## src/rtl/spi_fifo_pair_pkg.sv

```systemverilog
package spi_fifo_pair_pkg;

   localparam int unsigned REG_AW = 2;
   localparam logic [REG_AW-1:0] A_FCTL = 2'd0;
   localparam logic [REG_AW-1:0] A_FSTA = 2'd1;
   localparam logic [REG_AW-1:0] A_IEN  = 2'd2;
   localparam logic [REG_AW-1:0] A_ISTA = 2'd3;

   localparam int unsigned RXTRIG_LSB = 0;
   localparam int unsigned RXDMA_BIT  = 8;
   localparam int unsigned RXRST_BIT  = 15;
   localparam int unsigned TXTRIG_LSB = 16;
   localparam int unsigned TXDMA_BIT  = 24;
   localparam int unsigned TXRST_BIT  = 31;
   localparam int unsigned TRIG_W     = 8;

   localparam int unsigned NEV = 4;
   localparam int unsigned EV_RXRDY = 0;
   localparam int unsigned EV_TXREQ = 1;
   localparam int unsigned EV_RXOVF = 2;
   localparam int unsigned EV_DONE  = 3;

   typedef enum logic { CMP_AT_LEAST = 1'b0, CMP_AT_MOST = 1'b1 } cmp_dir_e;

   function automatic int unsigned ev_pos(input int unsigned idx);
      return idx * 4;
   endfunction

   function automatic logic [31:0] ev_to_word(input logic [NEV-1:0] ev);
      logic [31:0] w;
      w = '0;
      for (int k = 0; k < NEV; k++) w[ev_pos(k)] = ev[k];
      return w;
   endfunction

   function automatic logic [NEV-1:0] word_to_ev(input logic [31:0] w);
      logic [NEV-1:0] ev;
      for (int k = 0; k < NEV; k++) ev[k] = w[ev_pos(k)];
      return ev;
   endfunction

endpackage

```

## src/rtl/sfp_fifo.sv

```systemverilog
module sfp_fifo #(
   parameter int unsigned DEPTH = 64,
   parameter int unsigned WIDTH = 8,
   localparam int unsigned AW = $clog2(DEPTH),
   localparam int unsigned CW = $clog2(DEPTH + 1)
) (
   input  logic             clk,
   input  logic             rst_n,
   input  logic             srst,
   input  logic             push,
   input  logic [WIDTH-1:0] push_data,
   input  logic             pop,
   output logic [WIDTH-1:0] pop_data,
   output logic [CW-1:0]    count,
   output logic             full,
   output logic             empty,
   output logic             drop
);

   generate
      if ((DEPTH & (DEPTH - 1)) != 0 || DEPTH < 2) begin : g_bad_depth
         $error("sfp_fifo: DEPTH must be a power of two of at least 2");
      end
   endgenerate

   logic [WIDTH-1:0] mem [DEPTH];
   logic [AW-1:0]    wptr, rptr;
   logic [CW-1:0]    cnt;
   logic             push_ok, pop_ok;

   assign empty    = (cnt == '0);
   assign full     = (cnt == CW'(DEPTH));
   assign pop_ok   = pop & ~empty;
   assign push_ok  = push & (~full | pop_ok);
   assign drop     = push & ~push_ok;
   assign count    = cnt;
   assign pop_data = empty ? '0 : mem[rptr];

   always_ff @(posedge clk or negedge rst_n) begin
      if (!rst_n) begin
         wptr <= '0;
         rptr <= '0;
         cnt  <= '0;
      end else if (srst) begin
         wptr <= '0;
         rptr <= '0;
         cnt  <= '0;
      end else begin
         if (push_ok) wptr <= wptr + AW'(1);
         if (pop_ok)  rptr <= rptr + AW'(1);
         cnt <= cnt + CW'(push_ok) - CW'(pop_ok);
      end
   end

   always_ff @(posedge clk) begin
      if (push_ok && !srst) mem[wptr] <= push_data;
   end

   p_cnt_bound_r2: assert property (@(posedge clk) disable iff (!rst_n)
      count <= CW'(DEPTH));
   p_simul_stable_r3: assert property (@(posedge clk) disable iff (!rst_n)
      (push && pop && !empty && !srst) |=> $stable(count));
   p_drop_only_full_r4: assert property (@(posedge clk) disable iff (!rst_n)
      drop |-> (full && !pop));
   p_srst_empties_r10: assert property (@(posedge clk) disable iff (!rst_n)
      srst |=> empty);

endmodule

```

## src/rtl/sfp_level.sv

```systemverilog
module sfp_level
   import spi_fifo_pair_pkg::*;
#(
   parameter int unsigned CW  = 7,
   parameter cmp_dir_e    DIR = CMP_AT_LEAST
) (
   input  logic              clk,
   input  logic              rst_n,
   input  logic [CW-1:0]     count,
   input  logic [TRIG_W-1:0] trig,
   input  logic              full,
   input  logic              empty,
   input  logic              dma_en,
   output logic              hit,
   output logic              dreq
);

   generate
      if (CW > TRIG_W) begin : g_bad_cw
         $error("sfp_level: count wider than trigger field");
      end
      if (DIR == CMP_AT_LEAST) begin : g_fill
         assign hit  = (TRIG_W'(count) >= trig);
         assign dreq = dma_en & hit & ~empty;
         p_rx_dreq_room_r9: assert property (@(posedge clk) disable iff (!rst_n)
            dreq |-> (count != '0));
      end else begin : g_drain
         assign hit  = (TRIG_W'(count) <= trig);
         assign dreq = dma_en & hit & ~full;
         p_tx_dreq_room_r9: assert property (@(posedge clk) disable iff (!rst_n)
            dreq |-> !full);
      end
   endgenerate

endmodule

```

## src/rtl/sfp_irq.sv

```systemverilog
module sfp_irq
   import spi_fifo_pair_pkg::*;
(
   input  logic           clk,
   input  logic           rst_n,
   input  logic [NEV-1:0] set_ev,
   input  logic           clr_we,
   input  logic [NEV-1:0] clr_mask,
   input  logic           en_we,
   input  logic [NEV-1:0] en_data,
   output logic [NEV-1:0] sta,
   output logic [NEV-1:0] en,
   output logic           irq
);

   logic [NEV-1:0] clr_eff;
   assign clr_eff = clr_we ? clr_mask : '0;

   always_ff @(posedge clk or negedge rst_n) begin
      if (!rst_n) begin
         sta <= '0;
         en  <= '0;
      end else begin
         sta <= (sta & ~clr_eff) | set_ev;
         if (en_we) en <= en_data;
      end
   end

   assign irq = |(sta & en);

   generate
      for (genvar k = 0; k < NEV; k++) begin : g_ev
         p_set_r7: assert property (@(posedge clk) disable iff (!rst_n)
            set_ev[k] |=> sta[k]);
         p_clear_r7: assert property (@(posedge clk) disable iff (!rst_n)
            (clr_eff[k] && !set_ev[k]) |=> !sta[k]);
         p_sticky_r4: assert property (@(posedge clk) disable iff (!rst_n)
            (sta[k] && !clr_eff[k]) |=> sta[k]);
         p_irq_src_r8: assert property (@(posedge clk) disable iff (!rst_n)
            (sta[k] && en[k]) |-> irq);
      end
   endgenerate

endmodule

```

## src/rtl/spi_fifo_pair.sv

```systemverilog
module spi_fifo_pair
   import spi_fifo_pair_pkg::*;
#(
   parameter int unsigned DEPTH = 64,
   localparam int unsigned CW = $clog2(DEPTH + 1)
) (
   input  logic              clk,
   input  logic              rst_n,
   input  logic              reg_wr,
   input  logic [REG_AW-1:0] reg_addr,
   input  logic [31:0]       reg_wdata,
   output logic [31:0]       reg_rdata,
   input  logic              bus_tx_wr,
   input  logic [7:0]        bus_tx_data,
   input  logic              bus_rx_rd,
   output logic [7:0]        bus_rx_data,
   input  logic              shf_tx_pop,
   output logic [7:0]        shf_tx_data,
   output logic              shf_tx_avail,
   input  logic              shf_rx_push,
   input  logic [7:0]        shf_rx_data,
   input  logic              xfer_done,
   output logic              irq,
   output logic              tx_dreq,
   output logic              rx_dreq
);

   generate
      if (DEPTH != 64 && DEPTH != 128) begin : g_bad_depth
         $error("spi_fifo_pair: DEPTH must be 64 or 128");
      end
   endgenerate

   logic [TRIG_W-1:0] rx_trig, tx_trig;
   logic              rx_dma_en, tx_dma_en;
   logic              fctl_we, ien_we, ista_we;
   logic              rx_srst, tx_srst;
   logic [CW-1:0]     rx_cnt, tx_cnt;
   logic              rx_full, rx_empty, rx_drop;
   logic              tx_full, tx_empty, tx_drop;
   logic              rx_hit, tx_hit;
   logic [NEV-1:0]    set_ev, ista, ien;
   logic              wdata_unused;

   assign fctl_we = reg_wr && (reg_addr == A_FCTL);
   assign ien_we  = reg_wr && (reg_addr == A_IEN);
   assign ista_we = reg_wr && (reg_addr == A_ISTA);
   assign rx_srst = fctl_we && reg_wdata[RXRST_BIT];
   assign tx_srst = fctl_we && reg_wdata[TXRST_BIT];
   assign wdata_unused = ^{reg_wdata[14:13], reg_wdata[11:9], reg_wdata[30:25]};

   always_ff @(posedge clk or negedge rst_n) begin
      if (!rst_n) begin
         rx_trig   <= '0;
         tx_trig   <= '0;
         rx_dma_en <= 1'b0;
         tx_dma_en <= 1'b0;
      end else if (fctl_we) begin
         rx_trig   <= reg_wdata[RXTRIG_LSB +: TRIG_W];
         tx_trig   <= reg_wdata[TXTRIG_LSB +: TRIG_W];
         rx_dma_en <= reg_wdata[RXDMA_BIT];
         tx_dma_en <= reg_wdata[TXDMA_BIT];
      end
   end

   sfp_fifo #(.DEPTH(DEPTH), .WIDTH(8)) u_txq (
      .clk(clk), .rst_n(rst_n), .srst(tx_srst),
      .push(bus_tx_wr), .push_data(bus_tx_data),
      .pop(shf_tx_pop), .pop_data(shf_tx_data),
      .count(tx_cnt), .full(tx_full), .empty(tx_empty), .drop(tx_drop)
   );

   sfp_fifo #(.DEPTH(DEPTH), .WIDTH(8)) u_rxq (
      .clk(clk), .rst_n(rst_n), .srst(rx_srst),
      .push(shf_rx_push), .push_data(shf_rx_data),
      .pop(bus_rx_rd), .pop_data(bus_rx_data),
      .count(rx_cnt), .full(rx_full), .empty(rx_empty), .drop(rx_drop)
   );

   sfp_level #(.CW(CW), .DIR(CMP_AT_LEAST)) u_rxlvl (
      .clk(clk), .rst_n(rst_n), .count(rx_cnt), .trig(rx_trig),
      .full(rx_full), .empty(rx_empty), .dma_en(rx_dma_en),
      .hit(rx_hit), .dreq(rx_dreq)
   );

   sfp_level #(.CW(CW), .DIR(CMP_AT_MOST)) u_txlvl (
      .clk(clk), .rst_n(rst_n), .count(tx_cnt), .trig(tx_trig),
      .full(tx_full), .empty(tx_empty), .dma_en(tx_dma_en),
      .hit(tx_hit), .dreq(tx_dreq)
   );

   always_comb begin
      set_ev           = '0;
      set_ev[EV_RXRDY] = rx_hit;
      set_ev[EV_TXREQ] = tx_hit;
      set_ev[EV_RXOVF] = rx_drop & ~rx_srst;
      set_ev[EV_DONE]  = xfer_done;
   end

   sfp_irq u_irq (
      .clk(clk), .rst_n(rst_n), .set_ev(set_ev),
      .clr_we(ista_we), .clr_mask(word_to_ev(reg_wdata)),
      .en_we(ien_we), .en_data(word_to_ev(reg_wdata)),
      .sta(ista), .en(ien), .irq(irq)
   );

   assign shf_tx_avail = ~tx_empty;

   always_comb begin
      case (reg_addr)
         A_FCTL:  reg_rdata = {1'b0, 6'b0, tx_dma_en, tx_trig,
                               1'b0, 6'b0, rx_dma_en, rx_trig};
         A_FSTA:  reg_rdata = {8'b0, 8'(tx_cnt), 8'b0, 8'(rx_cnt)};
         A_IEN:   reg_rdata = ev_to_word(ien);
         default: reg_rdata = ev_to_word(ista);
      endcase
   end

   p_rx_srst_r10: assert property (@(posedge clk) disable iff (!rst_n)
      rx_srst |=> (rx_cnt == '0));
   p_tx_srst_r10: assert property (@(posedge clk) disable iff (!rst_n)
      tx_srst |=> (tx_cnt == '0));
   p_tx_full_hold_r2: assert property (@(posedge clk) disable iff (!rst_n)
      (tx_full && !shf_tx_pop && !tx_srst) |=> tx_full);
   p_ovf_flag_r4: assert property (@(posedge clk) disable iff (!rst_n)
      (rx_drop && !rx_srst) |=> ista[EV_RXOVF]);
   p_tx_drop_quiet_r4: assert property (@(posedge clk) disable iff (!rst_n)
      tx_drop |=> !$rose(ista[EV_RXOVF]) || $past(rx_drop));

endmodule

```

## config.mk

```make
export PLATFORM = sky130hd
export DESIGN_NAME = spi_fifo_pair
export DESIGN_NICKNAME = d
export VERILOG_FILES = /design/src/rtl/spi_fifo_pair_pkg.sv /design/src/rtl/sfp_fifo.sv /design/src/rtl/sfp_level.sv /design/src/rtl/sfp_irq.sv /design/src/rtl/spi_fifo_pair.sv
export SDC_FILE = /design/constraint.sdc
export NUM_CORES = 1
export LEC_CHECK = 0
export CAP_MARGIN = 20
export CORE_ASPECT_RATIO = 0.8
export CORE_MARGIN = 2
export CORE_UTILIZATION = 40
export CTS_CLUSTER_DIAMETER = 50
export DETAILED_ROUTE_END_ITERATION = 8
export PLACE_DENSITY = 0.66
export SLEW_MARGIN = 15
export SYNTH_ARGS = -nofsm -noshare
export SYNTH_HDL_FRONTEND = slang
export SYNTH_SLANG_ARGS = --single-unit
export TNS_END_PERCENT = 50
```

## constraint.sdc

```tcl
create_clock -name clk -period 3.4 [get_ports clk]
set_clock_uncertainty 0.15 [all_clocks]
set_input_delay 0.68 -clock clk [delete_from_list [all_inputs] [get_ports clk]]
set_output_delay 0.68 -clock clk [all_outputs]
set_load 0.05 [all_outputs]
```

==> qor.csv, run 1 <==
metric,value,unit
largest net degree at the start of global routing,65,
CTS buffer count,109,
IO Count,110,
count of buffer and inverter cells on the critical path,3,
Simple-Gate Fraction of Synth Area,3.69,%
kind of cell adding the most delay to the critical path,compound AO/OA/AOI/OAI gates,
Worst-Margin Slew,952,ps
PortBufs,85,
Design Power,44.4,mW
Die X,374,um
Sequential Area,32400,um^2
crit path capture type,output port,
die area,112000,um^2
initial core utilization,40.4,%
RSZ-0062 raised after global routing,true,
placed cell areas,48000,um^2
Max-slew headroom,36.3,%
WP data arrival,3060,ps
YS warnings,0,
multiplexer share of the synthesized area,13.8,%
height of the die,300,um
Placeable Area,109000,um^2
fin nets,2821,
Async SR Flop Fraction,5.88,%
fraction of layout cells with a size suffix above 1,30.4,%
Crit path required time,2570,ps
"flops & latches, synth",1088,
clock sink count,1088,
TNS Setup,-6730,ps
DR vias,23789,
VDD IR max,659,uV
DRC,0,
crit-path max FO,17,
post-synthesis xor/xnor area fraction,0.580,%
"count leader, synth",edfxtp_1,
max capacitance violation total,0,
"most used cell, CP",buf_12,
CP Launch Type,register,
violations in the final reports,negative setup slack,
sequential-to-total area share from yosys stat,73.9,%
status,"complete, but fails checks",
WS Path Type,register to output port,
drt wl/cell,25.2,um
final setup margin,-488,ps
CP max-delay cell,dfrtp_4,
utilization after layout,48.9,%
Worst-path clk slew,70,ps
DPL Wire Length,68600,um
Final setup viols,17,
clock latency on the worst-skew pair,720,ps
routed wire length,107000,um
H-Tree Depth,3,
CTS Buffer Depth,3,
Final Hold Viols,0,
fin crit share,114,%
Syn Std Cell Area,43800,um^2
GRT Residual Overflow,0,
area delta synth->final,21.1,%
root buffer cell,clkbuf_16,
CTS tree,yes,
vias in the first global route,24295,
Tmin final,3890,ps
GPL Wtd Cong,0.868,
CP max stage delay,580,ps
dpl ws,-153,ps
Avg Vias per Cell,5.60,
largest family of logic cells by synthesized area,multiplexers,
Post-Synthesis Cells,2368,
overall routing resource usage,18.9,%
Post-synth EDFFs,1024,
final instance area,53000,um^2
cell taking the most area after synthesis,edfxtp_1,
top post-synthesis cells by area,"edfxtp_1 70%, mux4_2 9.3%, mux2i_1 4.0%",
Post-Synth Adder-Cell Area,1.12,%
average cell area after synthesis,18.5,um^2
Fill cells,8674,
Max Fclk,257,MHz
multi-input combinational cell area,11100,um^2
Hold WC Path Type,input pin to register,
row count,108,
Netlist cell types,58,
first-pass GRT wire length,158000,um
Synth top area share,70.2,%
post-route ant nets,0,
crit path cell chain,buf_4 > buf_12 > and2_2 > a211oi_1 > o21ai_1 > a21oi_1 > a32o_2 > buf_12,
most frequent cells after synthesis,"1024 x edfxtp_1, 189 x nor2_1, 180 x mux4_2",
Iteration-0 DRC Markers,2756,
initial antenna violation count,1,
count of pins over their slew limit,0,
Pre-antenna DRT Iters,6,
top_reg_cell synth,edfxtp_1,
Pwr per Cell Area,838,nW/um^2
Synth Area in Compound Gates,4.53,%
Static Leak,17.9,nW
==> kinds of logic (layout without fill, tap and decap cells) <==
logic type	after synthesis	count (layout)
adder cells (fa/ha/maj)	38	38
XOR/XNOR	29	29
multiplexers	374	374
buffers and inverters	177	613
AND/OR/NAND/NOR	362	362
AO/OA/AOI/OAI	299	299
other	1	14
flip-flops	1088	1088
==> layer usage <==
layer | share of wire [%] | up-vias | track usage [%]
li1 | - | 10185 | -
met2 | 46 | 1044 | 29.0
met1 | 42 | 12360 | 26.9
met3 | 9.2 | 198 | 4.98
met4 | 2.4 | 2 | 5.25
met5 | 0.012 | - | 0
==> metrics by stage <==
step           hold slack [ps]  std cells
4_1_cts                    170       4242
6_report                   210       4247
3_5_place_dp               342       3997
2_1_floorplan              234       2380
3_3_place_gp               337       3997
5_1_grt                    189       4246
==> final cells by class <==
type	instances	area share, %
Timing Repair Buffer	377	7.63
Inverter	34	0.241
Multi-Input combinational cell	1115	20.9
Tap cell	1430	3.37
Clock inverter	66	1.46
Sequential cell	1088	61.0
Antenna cell	1	0.00472
Clock buffer	136	5.37
==> sequential cells by signal (all words and copies together), names as in the netlist <==
register     flops
u_rxq.mem      512
u_rxq.count      7
u_irq.en         4
u_txq.rptr       6
tx_dma_en        1
tx_trig          8
rx_trig          8
u_txq.count      7
u_txq.mem      512
u_txq.wptr       6
u_rxq.wptr       6
u_irq.sta        4
u_rxq.rptr       6
rx_dma_en        1
==> placed cells by master (no fill, tap or decap), types with 17 or more instances in the layout <==
cell / n
nor2_1: 188
buf_4: 233
clkbuf_1: 26
mux2i_1: 164
edfxtp_1: 1024
o22ai_1: 30
dfrtp_1: 57
a211oi_2: 31
o21ai_1: 19
inv_1: 33
ha_1: 36
a21oi_1: 58
o221ai_1: 29
clkdlybuf4s50_1: 30
a22oi_2: 20
nor2b_1: 19
o21ai_0: 27
buf_12: 66
mux4_2: 181
clkbuf_16: 110
clkinv_2: 21
nand2_1: 61
buf_6: 17
==> path summary, 6_finish.rpt <==
check | start | to | slack (ps) | cells past startpoint
setup reg to reg | u_rxq.count[4]$_DFF_PN0_ | u_rxq.count[6]$_DFF_PN0_ | 20 | 13
hold / removal | bus_tx_data[2] | u_txq.mem[10][2]$_DFFE_PP_ | 210 | 1
min in group asynchronous | rst_n | u_txq.rptr[2]$_DFFE_PN0P_ | 420 | 2
max in group asynchronous | rst_n | u_txq.count[3]$_DFF_PN0_ | 1890 | 3
setup / recovery | u_txq.rptr[0]$_DFFE_PN0P_ | shf_tx_data[5] | -490 | 8
hold reg to reg | u_irq.sta[0]$_DFF_PN0_ | u_irq.sta[0]$_DFF_PN0_ | 360 | 2
==> power breakdown <==
part	leakage [nW]	switching (mW)	total, mW	internal, mW
combinational	6.15	8.86	16.5	7.64
sequential	9.98	0.600	15.9	15.3
clock	1.75	5.19	12.0	6.86
total	17.9	14.6	44.4	29.8
==> repair_timing <==
item	4_1_cts	5_1_grt
setup endpoints to repair	20	20
pin swaps	55	7
gates resized for setup	193	19
hold buffers	1	0
gates cloned	11	0
buffers inserted	33	5
endpoints found under the hold margin	52	0
Power figures use the tool's default switching activity.
==> run 2: changes to the inputs <==
--- a/config.mk
+++ b/config.mk
@@ -11,7 +11,8 @@
 export CORE_UTILIZATION = 40
 export CTS_CLUSTER_DIAMETER = 50
 export DETAILED_ROUTE_END_ITERATION = 8
-export PLACE_DENSITY = 0.66
+export DONT_BUFFER_PORTS = 1
+export PLACE_DENSITY = 0.64
 export SLEW_MARGIN = 15
 export SYNTH_ARGS = -nofsm -noshare
 export SYNTH_HDL_FRONTEND = slang
==> run 2 against run 1 <==
  * Highest routed layer unchanged
  * Critical path depth decreased by 1
  * The flow still finishes with violations (negative setup slack)
  * Total power increased by 0.13%
  * Sequential power about the same
==> qor.csv, run 2 (synthesis gave the netlist of run 1 again) <==
metric,value,unit,change
hold_sp,reg_wdata[15],,
largest net degree at the start of global routing,65,,unchanged
drt wl/cell,25.1,um,-0.60%
Final setup viols,17,,unchanged
Reg2Reg Depth,13,,unchanged
overall routing resource usage,18.7,%,-0.19 points
Max Fclk,261,MHz,+1.6%
clock latency on the worst-skew pair,740,ps,+20 ps
placed cells,3961,,-0.90%
crit path capture type,output port,,
Crit path required time,2570,ps,about the same
fraction of layout cells with a size suffix above 1,31.3,%,+0.89 points
fin nets,2815,,-0.21%
CTS buffer count,112,,+2.8%
DRC,0,,unchanged
CP max stage delay,580,ps,about the same
Placeable Area,109000,um^2,unchanged
"most common cell after layout, fill and taps aside",edfxtp_1,,
height of the die,300,um,unchanged
IO Count,110,,unchanged
TNS Setup,-6170,ps,+558 ps
post-route insts no fill,4249,,+0.047%
VDD IR max,599,uV,-9.1%
crit path cell chain,buf_6 > bufbuf_16 > mux4_2 > a21oi_4 > o21ai_2 > a32o_2 > buf_12,,
Pre-antenna DRT Iters,5,,-1
WP data arrival,3000,ps,-60 ps
clock sink count,1088,,unchanged
vias in the first global route,23905,,-1.6%
biggest registers after layout,"u_rxq.mem x512, u_txq.mem x512",,
DPL Wire Length,65600,um,-4.3%
max capacitance violation total,0,,unchanged
post-route ant nets,0,,unchanged
H-Tree Depth,3,,unchanged
root buffer cell,clkbuf_16,,
Worst-path clk slew,60,ps,about the same
"reg-to-reg slack, setup",80,ps,+60 ps
RR Startpoint,u_rxq.count[3]$_DFF_PN0_,,
GPL Wtd Cong,0.858,,-1.1%
initial antenna violation count,3,,+2
Static Leak,18.0,nW,+0.67%
Fill cells,8667,,-0.081%
Hold WC Path Type,input pin to register,,
violations in the final reports,negative setup slack,,
Pwr per Cell Area,837,nW/um^2,-0.12%
CP max-delay cell,mux4_2,,
Die X,374,um,unchanged
DR vias,23528,,-1.1%
count of pins over their slew limit,0,,unchanged
Worst-Margin Slew,685,ps,-266 ps
Final Hold Viols,0,,unchanged
fin crit share,113,%,-1.8 points
first-pass GRT wire length,156000,um,-1.5%
Max-slew headroom,54.3,%,+18 points
initial core utilization,40.4,%,unchanged
WS Path Type,register to output port,,
die area,112000,um^2,unchanged
area delta synth->final,21.4,%,
Tmin final,3830,ps,-59.7 ps
routed wire length,107000,um,-0.55%
row count,108,,unchanged
Avg Vias per Cell,5.54,,-1.1%
CP Launch Type,register,,
CTS Buffer Depth,3,,unchanged
status,"complete, but fails checks",,
most frequent cells in the layout,"1024 x edfxtp_1, 260 x buf_4, 187 x nor2_1, 182 x mux4_2, 160 x mux2i_1",,
Hold Path Sink,u_rxq.count[1]$_DFF_PN0_,,
CTS tree,yes,,
n_diodes,0,,-1
crit-path max FO,9,,-8
final setup margin,-428,ps,+59.7 ps
RSZ-0062 raised after global routing,true,,
GRT Residual Overflow,0,,unchanged
Iteration-0 DRC Markers,2662,,-3.4%
PortBufs,0,,-100%
Worst Hold Depth,2,,+1
Worst R2R End,u_rxq.count[6]$_DFF_PN0_,,
## run 2: what timing repair did
item                                    CTS  global route
setup buffers                            23             3
hold buffers                             41             0
cloned                                    4             3
resized for setup                       153            70
pin swaps                                13            24
setup endpoints to repair                19            20
endpoints found under the hold margin  1114             0
## run 2: power breakdown
part | internal (mW) | leakage [nW] | switching [mW]
combinational | 7.28 | 6.15 | 8.69
sequential | 15.3 | 9.98 | 0.540
clock | 7.38 | 1.87 | 5.32
## run 2: final cells by class
class / count / area, um^2 / share of cell area [%]
clock buffer: 137 / 2940 / 5.53
clock inverter: 77 / 935 / 1.76
inverter: 34 / 131 / 0.247
multi-input combinational: 1115 / 11100 / 20.9
sequential: 1088 / 32400 / 60.9
tap: 1430 / 1790 / 3.37
timing repair buffer: 368 / 3900 / 7.33
## run 2: how the worst max path moves through the flow
stage | end | startpoint
5_1_grt | shf_tx_data[7] | u_txq.rptr[1]$_DFFE_PN0P_
6_report | shf_tx_data[7] | u_txq.rptr[0]$_DFFE_PN0P_
3_5_place_dp | u_txq.count[6]$_DFF_PN0_ | u_txq.count[3]$_DFF_PN0_
2_1_floorplan | u_txq.count[6]$_DFF_PN0_ | u_txq.count[2]$_DFF_PN0_
4_1_cts | bus_rx_data[1] | u_rxq.rptr[0]$_DFFE_PN0P_
3_3_place_gp | u_txq.count[6]$_DFF_PN0_ | u_txq.count[2]$_DFF_PN0_
## run 2: stage by stage
| stage | utilization, % | setup WS [ps] | power (mW) | hold slack (ps) | area (um^2) |
|---|---|---|---|---|---|
| 2_1_floorplan | - | 75.3 | 24.7 | 234 | 43800 |
| 3_3_place_gp | 43.6 | -80.9 | 29.6 | 243 | 47300 |
| 3_5_place_dp | 43.6 | -89.8 | 29.8 | 243 | 47300 |
| 4_1_cts | 48.6 | -451 | 44.2 | 75.2 | 52800 |
| 5_1_grt | 49.0 | -475 | 46.1 | 109 | 53200 |
| 6_report | 49.0 | -428 | 44.5 | 131 | 53200 |
## run 2: metal layers
layer,part of all wire [%],GRT usage (%),wire length (um)
met1,43,26.8,45500
met2,47,28.9,49600
met3,8.2,4.47,8790
met4,2.5,5.06,2650
met5,0.023,0,25
## run 2: worst max-delay path, delay by kind of cell, from the launching register on
kind            cells  cell delay (ps)
mux                 1              580
compound gates      3              630
flops               1              440
buf+inv             3              610
